==> config.mk <==
export PLATFORM = sky130hd
export DESIGN_NAME = peak_track
export DESIGN_NICKNAME = d
export VERILOG_FILES = /design/src/rtl/pk_pkg.sv /design/src/rtl/pk_margin.sv /design/src/rtl/pk_extreme.sv /design/src/rtl/pk_seq.sv /design/src/rtl/peak_track.sv
export SDC_FILE = /design/constraint.sdc
export NUM_CORES = 1
export LEC_CHECK = 0
export BUFFER_PORTS_ARGS = -buffer_cell sky130_fd_sc_hd__buf_2
export CORE_AREA = 2 2 82 84
export CTS_BUF_LIST = sky130_fd_sc_hd__clkbuf_4 sky130_fd_sc_hd__clkbuf_8
export DETAILED_ROUTE_END_ITERATION = 8
export DIE_AREA = 0 0 84 86
export PLACE_DENSITY_LB_ADDON = 0.08
export SETUP_SLACK_MARGIN = 0.5
export SLEW_MARGIN = 20
export SYNTH_ARGS = -nofsm -noshare
export SYNTH_HDL_FRONTEND = slang
export SYNTH_HIERARCHICAL = 1
export SYNTH_SLANG_ARGS = --single-unit
==> constraint.sdc <==
create_clock -name clk -period 4 [get_ports clk]
set_input_delay 0.6 -clock clk [delete_from_list [all_inputs] [get_ports clk]]
set_output_delay 0.6 -clock clk [all_outputs]
set_load 0.005 [all_outputs]
==> src/rtl/pk_pkg.sv <==
package pk_pkg;

  // Search phase of the peak finder
  typedef enum logic [1:0] {
    PH_SEED = 2'd0,  // waiting for the first sample after clear
    PH_BOTH = 2'd1,  // direction not yet decided, both trackers live
    PH_LO   = 2'd2,  // hunting a minimum
    PH_HI   = 2'd3   // hunting a maximum
  } pk_phase_e;

endpackage

==> src/rtl/pk_margin.sv <==
module pk_margin #(
  parameter int             DW      = 8,
  parameter logic [DW-1:0]  NZ_BASE = 8'h30,
  parameter logic [DW-1:0]  NZ_TOP  = 8'h48
) (
  input  logic          gain_top,
  output logic [DW:0]   k
);

  // Margin widened by one bit so later sums stay exact
  always_comb begin
    if (gain_top) k = {1'b0, NZ_TOP};
    else          k = {1'b0, NZ_BASE};
  end

endmodule

==> src/rtl/pk_extreme.sv <==
module pk_extreme #(
  parameter int DW     = 8,
  parameter bit IS_MAX = 1'b0
) (
  input  logic          clk,
  input  logic          rst_n,
  input  logic          load,   // seed tracker with s
  input  logic          upd,    // fold s into the running extreme
  input  logic [DW-1:0] s,
  input  logic [DW:0]   k,
  output logic [DW-1:0] val,
  output logic          away    // s has left val by at least k
);

  logic [DW-1:0] val_q;
  logic [DW-1:0] val_d;
  logic          better;
  logic [DW:0]   s_w;
  logic [DW:0]   v_w;

  assign s_w = {1'b0, s};
  assign v_w = {1'b0, val_q};

  generate
    if (IS_MAX) begin : g_max
      always_comb begin
        better = (s > val_q);
        away   = ((s_w + k) <= v_w);
      end
    end else begin : g_min
      always_comb begin
        better = (s < val_q);
        away   = (s_w >= (v_w + k));
      end
    end
  endgenerate

  always_comb begin
    val_d = val_q;
    if (load)                val_d = s;
    else if (upd && better)  val_d = s;
  end

  always_ff @(posedge clk or negedge rst_n) begin
    if (!rst_n) val_q <= '0;
    else        val_q <= val_d;
  end

  assign val = val_q;

endmodule

==> src/rtl/pk_seq.sv <==
module pk_seq
  import pk_pkg::*;
#(
  parameter int DW = 8
) (
  input  logic          clk,
  input  logic          rst_n,
  input  logic          smp_vld,
  input  logic [DW-1:0] smp,
  input  logic          clr,
  input  logic [DW-1:0] lo_trk,
  input  logic          lo_away,
  input  logic [DW-1:0] hi_trk,
  input  logic          hi_away,
  output logic          lo_load,
  output logic          lo_upd,
  output logic          hi_load,
  output logic          hi_upd,
  output logic [DW-1:0] lo_val,
  output logic          lo_ok,
  output logic          lo_hit,
  output logic [DW-1:0] hi_val,
  output logic          hi_ok,
  output logic          hi_hit
);

  pk_phase_e     ph_q, ph_d;
  logic [DW-1:0] lo_val_q, lo_val_d, hi_val_q, hi_val_d;
  logic          lo_ok_q, lo_ok_d, hi_ok_q, hi_ok_d;
  logic          have_lo_q, have_lo_d, have_hi_q, have_hi_d;
  logic          lo_hit_q, lo_hit_d, hi_hit_q, hi_hit_d;
  logic          take;
  logic          cm_lo, cm_hi;
  logic          unused_smp;

  assign take       = smp_vld && !clr;
  assign unused_smp = ^smp;

  // Phase decision and tracker controls
  always_comb begin
    ph_d    = ph_q;
    lo_load = 1'b0;
    lo_upd  = 1'b0;
    hi_load = 1'b0;
    hi_upd  = 1'b0;
    cm_lo   = 1'b0;
    cm_hi   = 1'b0;
    if (take) begin
      unique case (ph_q)
        PH_SEED: begin
          lo_load = 1'b1;
          hi_load = 1'b1;
          ph_d    = PH_BOTH;
        end
        PH_BOTH: begin
          if (lo_away) begin
            cm_lo   = 1'b1;
            hi_load = 1'b1;
            ph_d    = PH_HI;
          end else if (hi_away) begin
            cm_hi   = 1'b1;
            lo_load = 1'b1;
            ph_d    = PH_LO;
          end else begin
            lo_upd  = 1'b1;
            hi_upd  = 1'b1;
          end
        end
        PH_LO: begin
          if (lo_away) begin
            cm_lo   = 1'b1;
            hi_load = 1'b1;
            ph_d    = PH_HI;
          end else begin
            lo_upd  = 1'b1;
          end
        end
        PH_HI: begin
          if (hi_away) begin
            cm_hi   = 1'b1;
            lo_load = 1'b1;
            ph_d    = PH_LO;
          end else begin
            hi_upd  = 1'b1;
          end
        end
        default: ph_d = PH_SEED;
      endcase
    end
    if (clr) ph_d = PH_SEED;
  end

  // Result registers, validity tags and strobes
  always_comb begin
    lo_val_d  = lo_val_q;
    hi_val_d  = hi_val_q;
    lo_ok_d   = lo_ok_q;
    hi_ok_d   = hi_ok_q;
    have_lo_d = have_lo_q;
    have_hi_d = have_hi_q;
    lo_hit_d  = 1'b0;
    hi_hit_d  = 1'b0;
    if (clr) begin
      lo_val_d  = '0;
      hi_val_d  = '0;
      lo_ok_d   = 1'b0;
      hi_ok_d   = 1'b0;
      have_lo_d = 1'b0;
      have_hi_d = 1'b0;
    end else if (cm_lo) begin
      lo_val_d  = lo_trk;
      lo_ok_d   = have_hi_q;
      have_lo_d = 1'b1;
      lo_hit_d  = 1'b1;
    end else if (cm_hi) begin
      hi_val_d  = hi_trk;
      hi_ok_d   = have_lo_q;
      have_hi_d = 1'b1;
      hi_hit_d  = 1'b1;
    end
  end

  always_ff @(posedge clk or negedge rst_n) begin
    if (!rst_n) begin
      ph_q      <= PH_SEED;
      lo_val_q  <= '0;
      hi_val_q  <= '0;
      lo_ok_q   <= 1'b0;
      hi_ok_q   <= 1'b0;
      have_lo_q <= 1'b0;
      have_hi_q <= 1'b0;
      lo_hit_q  <= 1'b0;
      hi_hit_q  <= 1'b0;
    end else begin
      ph_q      <= ph_d;
      lo_val_q  <= lo_val_d;
      hi_val_q  <= hi_val_d;
      lo_ok_q   <= lo_ok_d;
      hi_ok_q   <= hi_ok_d;
      have_lo_q <= have_lo_d;
      have_hi_q <= have_hi_d;
      lo_hit_q  <= lo_hit_d;
      hi_hit_q  <= hi_hit_d;
    end
  end

  assign lo_val = lo_val_q;
  assign hi_val = hi_val_q;
  assign lo_ok  = lo_ok_q;
  assign hi_ok  = hi_ok_q;
  assign lo_hit = lo_hit_q;
  assign hi_hit = hi_hit_q;

endmodule

==> src/rtl/peak_track.sv <==
module peak_track #(
  parameter int             DW      = 8,
  parameter logic [DW-1:0]  NZ_BASE = 8'h30,
  parameter logic [DW-1:0]  NZ_TOP  = 8'h48
) (
  input  logic          clk,
  input  logic          rst_n,
  input  logic          smp_vld,
  input  logic [DW-1:0] smp,
  input  logic          gain_top,
  input  logic          clr,
  output logic [DW-1:0] lo_val,
  output logic          lo_ok,
  output logic          lo_hit,
  output logic [DW-1:0] hi_val,
  output logic          hi_ok,
  output logic          hi_hit
);

  logic [DW:0]   k;
  logic [DW-1:0] lo_trk, hi_trk;
  logic          lo_away, hi_away;
  logic          lo_load, lo_upd, hi_load, hi_upd;

  pk_margin #(.DW(DW), .NZ_BASE(NZ_BASE), .NZ_TOP(NZ_TOP)) margin_i (
    .gain_top (gain_top),
    .k        (k)
  );

  pk_extreme #(.DW(DW), .IS_MAX(1'b0)) trk_lo_i (
    .clk   (clk),
    .rst_n (rst_n),
    .load  (lo_load),
    .upd   (lo_upd),
    .s     (smp),
    .k     (k),
    .val   (lo_trk),
    .away  (lo_away)
  );

  pk_extreme #(.DW(DW), .IS_MAX(1'b1)) trk_hi_i (
    .clk   (clk),
    .rst_n (rst_n),
    .load  (hi_load),
    .upd   (hi_upd),
    .s     (smp),
    .k     (k),
    .val   (hi_trk),
    .away  (hi_away)
  );

  pk_seq #(.DW(DW)) seq_i (
    .clk     (clk),
    .rst_n   (rst_n),
    .smp_vld (smp_vld),
    .smp     (smp),
    .clr     (clr),
    .lo_trk  (lo_trk),
    .lo_away (lo_away),
    .hi_trk  (hi_trk),
    .hi_away (hi_away),
    .lo_load (lo_load),
    .lo_upd  (lo_upd),
    .hi_load (hi_load),
    .hi_upd  (hi_upd),
    .lo_val  (lo_val),
    .lo_ok   (lo_ok),
    .lo_hit  (lo_hit),
    .hi_val  (hi_val),
    .hi_ok   (hi_ok),
    .hi_hit  (hi_hit)
  );

endmodule

Yosys cells after proc, flatten, opt, wreduce, memory -nomap -nowiden:

Cells that the tools add are included.

* add/subtract/negate cells: 2
* $lt $le $gt $ge: 4
* equal/unequal tests: 5
* muxes and demuxes: 49
* reduce and logical (&&, ||, !) cells: 13

Operators by type and width (count)
* 2-to-1 mux 8 bit: 9
* 2-to-1 mux 1 bit: 28
* adder 8 x 7 -> 9 bit: 2
* 2-to-1 mux 2 bit: 5
* nonzero test 2 bit: 5
* greater-or-equal comparator 8 x 9 -> 1 bit: 1
* <= comparator 9 x 8 -> 1 bit: 1
* greater-than comparator 8 bit: 1
* less-than comparator 8 bit: 1
* one-hot mux 1 bit (2 select lines): 4
* one-hot mux 2 bit (4 select lines): 1
* 2-to-1 mux 7 bit: 1
* == test 2 bit (second input constant): 2
* AND reduction 2 bit: 2
* logical AND 1 bit: 3
* inequality test 3 bit (second input constant): 1
* one-hot mux 1 bit (3 select lines): 1
* == test 2 x 1 -> 1 bit (second input constant): 1
* logical NOT 2 bit: 1
* inequality test 2 bit (second input constant): 1
* OR reduction 2 bit: 1
* logical NOT 1 bit: 1

* register bits after elaboration: 40
* bits of input ports: 13
* logic and storage cells: 84

Depth between registers and ports, before layout:

* word-level depth: 10
* mapped depth: 22
* mapped depth without buffers: 20

Cells and area by module:

The synthesis kept the hierarchy.

By module, submodules not included
* pk_seq: times used 1, cells each 125, area an instance 1266.2 um2
* pk_extreme at trk_hi_i: times used 1, cells each 141, area an instance 1149.9 um2
* pk_extreme at trk_lo_i: times used 1, cells each 102, area an instance 973.4 um2
* pk_margin: times used 1, cells each 10, area an instance 67.6 um2

Worst setup path after synthesis:

OpenSTA, ideal clock, no wires.

* path type: input to register
* start point: in gain_top
* end point: reg trk_lo_i.val_q[0] (netlist: trk_lo_i/val[0])
* setup time: 0.127 ns
* arrival time: 4.194 ns
* path slack: -0.321 ns
* stages: 18
* path buffers: 2
* cells stage by stage: buf_4 > ha_1 > o21a_1 > o31a_1 > o21a_1 > nor2_1 > xnor2_1 > ha_1 > a2111oi_0 > a21oi_1 > a21oi_1 > o21ai_0 > a2111oi_0 > and4b_1 > o211ai_1 > o22a_1 > buf_4 > mux2_1

* elaborated cells on any way between the ends: 17
* classes of those cells: 2 x add/sub; 2 x order compare; 11 x mux; 2 x reduce/logical

RTL lines
* from (decl): line peak_track.sv:10 `input logic gain_top,`
* 2-to-1 mux 7 bit (*): line pk_margin.sv:12 `if (gain_top) k = {1'b0, NZ_TOP};`
* adder 8 x 7 -> 9 bit (*): line pk_extreme.sv:28 `away = ((s_w + k) <= v_w);`
* <= comparator 9 x 8 -> 1 bit (*): line pk_extreme.sv:28
* via hi_away: line peak_track.sv:22 `logic lo_away, hi_away;`
* 2-to-1 mux 1 bit (*): line pk_seq.sv:60, pk_seq.sv:79
* 2-to-1 mux 1 bit: line pk_seq.sv:56 `if (lo_away) begin`
* one-hot mux 1 bit (3 select lines) (*): line pk_seq.sv:49 `unique case (ph_q)`
* 2-to-1 mux 1 bit (*): line pk_seq.sv:48 `if (take) begin`
* via lo_load: line peak_track.sv:23 `logic lo_load, lo_upd, hi_load, hi_upd;`
* 2-to-1 mux 8 bit or nonzero test 2 bit (tied branches)
* to (signal assigned): line pk_extreme.sv:46 `else val_q <= val_d;`
* to (decl): line pk_extreme.sv:15 `logic [DW-1:0] val_q;`

The timed path passes the listed nets; every way through them passes the cells marked *.
A chain may end at the register's enable or synchronous reset.

Worst setup path in the final report:

* start point: in gain_top
* end point: reg trk_lo_i.val_q[3] (netlist: trk_lo_i/val[3])

* elaborated cells on any way between the ends: 17
* classes of those cells: 2 x add/sub; 2 x order compare; 11 x mux; 2 x reduce/logical

RTL lines
* 2-to-1 mux 7 bit (*): line pk_margin.sv:12
* via k[4]: line peak_track.sv:20 `logic [DW:0] k;`
* adder 8 x 7 -> 9 bit (*): line pk_extreme.sv:33 `away = (s_w >= (v_w + k));`
* greater-or-equal comparator 8 x 9 -> 1 bit (*): line pk_extreme.sv:33
* via lo_away: line peak_track.sv:22
* 2-to-1 mux 1 bit (*): line pk_seq.sv:56
* one-hot mux 1 bit (3 select lines) (*): line pk_seq.sv:49
* 2-to-1 mux 1 bit (*): line pk_seq.sv:48
* via lo_load: line peak_track.sv:23
* 2-to-1 mux 8 bit or nonzero test 2 bit (tied branches)

Marks and branches as above.

==> flow_summary.json <==
{
  "start_util_pct": 55.1,
  "wl_mm": 8.10,
  "cts_buffers": 5,
  "cts_tree": "built",
  "portBuffers": 32,
  "status": "complete, no violations",
  "slowest_stage": "ha_1",
  "postRouteAntennaNets": 0,
  "max-cap-violations": 0,
  "dpl.hpwl_mm": 6.30,
  "cp.required_ns": 4.18,
  "postSynthAreaPerCell_um2": 9.15,
  "gp_congestion": 0.899,
  "worstPathArrival_ns": 4.04,
  "stdcell_count": 512,
  "die_y_um": 86,
  "final_core_utilization_pct": 65.8,
  "drive_gt1_share_pct": 24.1,
  "slew_headroom_pct": 30.0,
  "finalNetCount": 502,
  "r2r-end": "trk_lo_i/val[3]$_DFFE_PN0P_",
  "placedCellCount": 502,
  "reg2reg_setup_slack_ns": 0.24,
  "setup_tns_ns": 0,
  "cp_cell_sequence": "buf_8 -> clkinvlp_4 -> buf_6 -> ha_4 -> o21a_1 -> o31a_1 -> o21ai_1 -> nand2b_1 -> xnor2_1 -> ha_1 -> a21oi_1 -> o21ai_1 -> o21ai_1 -> a21oi_2 -> and2b_2 -> o21ai_2 -> a2111oi_4 -> and4b_1 -> o211ai_1 -> o22a_1 -> buf_12 -> mux2_4",
  "cts_root_buffer": "clkbuf_8",
  "synth_ff_type": "dfrtp_1",
  "synth_edf_count": 0,
  "clk_pin_slew_ns": 0.08,
  "insertedDiodeCount": 0,
  "grt_max_degree": 41,
  "r2r_cells": 19,
  "ys_seq_elements": 40,
  "total_leakage_power_nw": 1.96,
  "setup_ws_ns": 0.139,
  "multi_input_area_um2": 2390,
  "wl_per_cell_um": 15.8,
  "dr_total_vias": 2972,
  "cts.htree.levels": 2,
  "ir_drop_mv": 0.290,
  "synth_top_area_share_pct": 29.0,
  "syn_area_um2": 3460,
  "hold_viol_final": 0,
  "synthArstFlopShare_pct": 100,
  "clock.fmax_mhz": 259,
  "cpPeakStageDelay_ns": 0.31,
  "ys_seq_area_share_pct": 29.0,
  "grt_pass1_wl_mm": 13.9,
  "cts.sinks": 40,
  "pre_cts_ws_ns": -0.307,
  "seq_area_um2": 1000,
  "hold_path_class": "primary input to async pin",
  "fill_cells": 538,
  "hold_slack_ns": 0.414,
  "clock_skew_ns": 0.00587,
  "yosys.area.top_type": "dfrtp_1",
  "slew_viol_final": 0,
  "dr.first_iter.drc_count": 327,
  "die_w_um": 84,
  "cp-end-kind": "flop",
  "rows": 29,
  "grt-ovfl-total": 0,
  "hold_buffers": 0,
  "rsz0062_at_grt": "true",
  "synthCells": 378,
  "dr.pass1.iters": 7,
  "yosysWarnings": 6,
  "p_per_area_nw_per_um2": 384,
  "crit_fanout": 8,
  "grt_util_all_layers_pct": 23.7,
  "final.period_utilization_pct": 96.5,
  "boundaryPins": 33,
  "final.min_clock_period_ns": 3.86,
  "path_class": "primary input to flop",
  "first_global_vias": 2883,
  "clk_latency_ns": 0.29,
  "worst_slew_pin_slew_ns": 1.04,
  "setup_violations": 0,
  "path_common_cell": "o21ai_1",
  "r2r_start": "trk_lo_i/val[3]$_DFFE_PN0P_",
  "synth_area_leaders": "dfrtp_1 29%, ha_1 19%, nand2b_1 5.6%",
  "vias_per_cell": 5.80,
  "core_area_um2": 6280,
  "ys_types": 52,
  "die_area_um2": 7220,
  "antenna_found_initial": 0,
  "cts.path.max_buffers": 2,
  "drc": 0,
  "syn2layout_area_growth_pct": 19.4,
  "cp-start-kind": "primary input"
}
-- metrics by stage --
step                      power, mW  cell area [um2]
after global placement         1.27             3970
final                          1.58             4130
after CTS                      1.57             4080
after global routing           1.71             4130
after detailed placement       1.30             3970
after floorplan                1.08             3610
-- power breakdown --
group | total, mW | switching, mW | internal [mW]
sequential | 0.510 | 0.0581 | 0.452
clock | 0.265 | 0.143 | 0.122
combinational | 0.810 | 0.409 | 0.401
total | 1.58 | 0.610 | 0.974
-- cells in the final DEF (no fill, tap or decap), types with 11 or more instances in the layout --
cell type	instances
inv_1	30
nand2_1	21
nor3_1	11
nand2b_1	31
nor2_1	15
buf_2	31
ha_1	49
dfrtp_1	40
o211ai_1	11
o21ai_0	20
buf_4	28
a21oi_1	17
-- worst max-delay path: cells and delay by family --
family	cells	cell delay (ns)
AND/OR/NAND/NOR	3	0.52
AO/OA/AOI/OAI	11	1.46
buffers and inverters	4	0.49
adder cells (fa/ha/maj)	2	0.53
XOR/XNOR	1	0.13
multiplexers	1	0.30
-- layout make-up --
class                           count  share of cell area [%]
Inverter                           31                    2.91
Clock inverter                      3                   0.455
Tap cell                           77                    2.33
Clock buffer                        5                    1.67
Multi-Input combinational cell    293                    57.9
Sequential cell                    40                    24.2
Timing Repair Buffer               63                    10.5
-- worst max-delay path by stage --
stage | from | endpoint | cells past startpoint
after floorplan | gain_top | trk_lo_i/val[0]$_DFFE_PN0P_ | 20
after global placement | gain_top | trk_lo_i/val[1]$_DFFE_PN0P_ | 21
after detailed placement | gain_top | trk_lo_i/val[0]$_DFFE_PN0P_ | 21
after CTS | gain_top | trk_lo_i/val[0]$_DFFE_PN0P_ | 21
after global routing | gain_top | trk_lo_i/val[7]$_DFFE_PN0P_ | 19
final | gain_top | trk_lo_i/val[3]$_DFFE_PN0P_ | 22
-- synthesized netlist by cell type, drive strengths merged, types with 2 or more instances --
library cell,n
nand3,3
a31oi,2
clkbuf,6
a2111oi,2
fa,2
dfrtp,40
nor2,17
xor2,2
nand3b,2
nand2,21
xnor2,9
nor2b,5
o21a,7
a21o,4
o31a,2
nor3,11
or3,2
o22ai,2
and4b,2
o211ai,11
o21ai,28
nand2b,31
mux2,8
ha,53
buf,12
nand4,6
a21oi,21
and2b,2
a222oi,8
inv,31
and3b,2
mux2i,9
-- repair_timing --
action                                  in CTS  in global routing
resized for setup                            5                 10
setup buffers                                1                  1
pin swaps                                   16                  6
endpoints found under the setup margin      25                 26
-- sequential cells by signal, summed over array words and instances (netlist names) --
register and cells:
seq_i/have_hi_q 1, seq_i/have_lo_q 1, seq_i/hi_hit 1, seq_i/hi_ok 1
seq_i/hi_val 8, seq_i/lo_hit 1, seq_i/lo_ok 1, seq_i/lo_val 8
seq_i/ph_q 2, trk_hi_i/val 8, trk_lo_i/val 8
-- layer usage --
layer / up-vias / global-route usage, % / wire length (um)
met1: 1408 / 33.0 / 3800
li1: 1463 / - / -
met3: 13 / 1.92 / 343
met4: 0 / 7.33 / 167
met2: 88 / 39.7 / 3790
met5: - / 0 / 0
-- cells by family after synthesis --
| family | after synthesis | share of synthesized area (%) |
|---|---|---|
| xor+xnor | 11 | 2.79 |
| flops | 40 | 29.0 |
| simple gates | 107 | 16.9 |
| fa+ha+maj | 55 | 20.3 |
| other cells | 1 | 0.108 |
| buf+inv | 49 | 6.59 |
| mux | 17 | 5.21 |
| compound gates | 98 | 19.1 |
(Power assumes the default switching activity.)
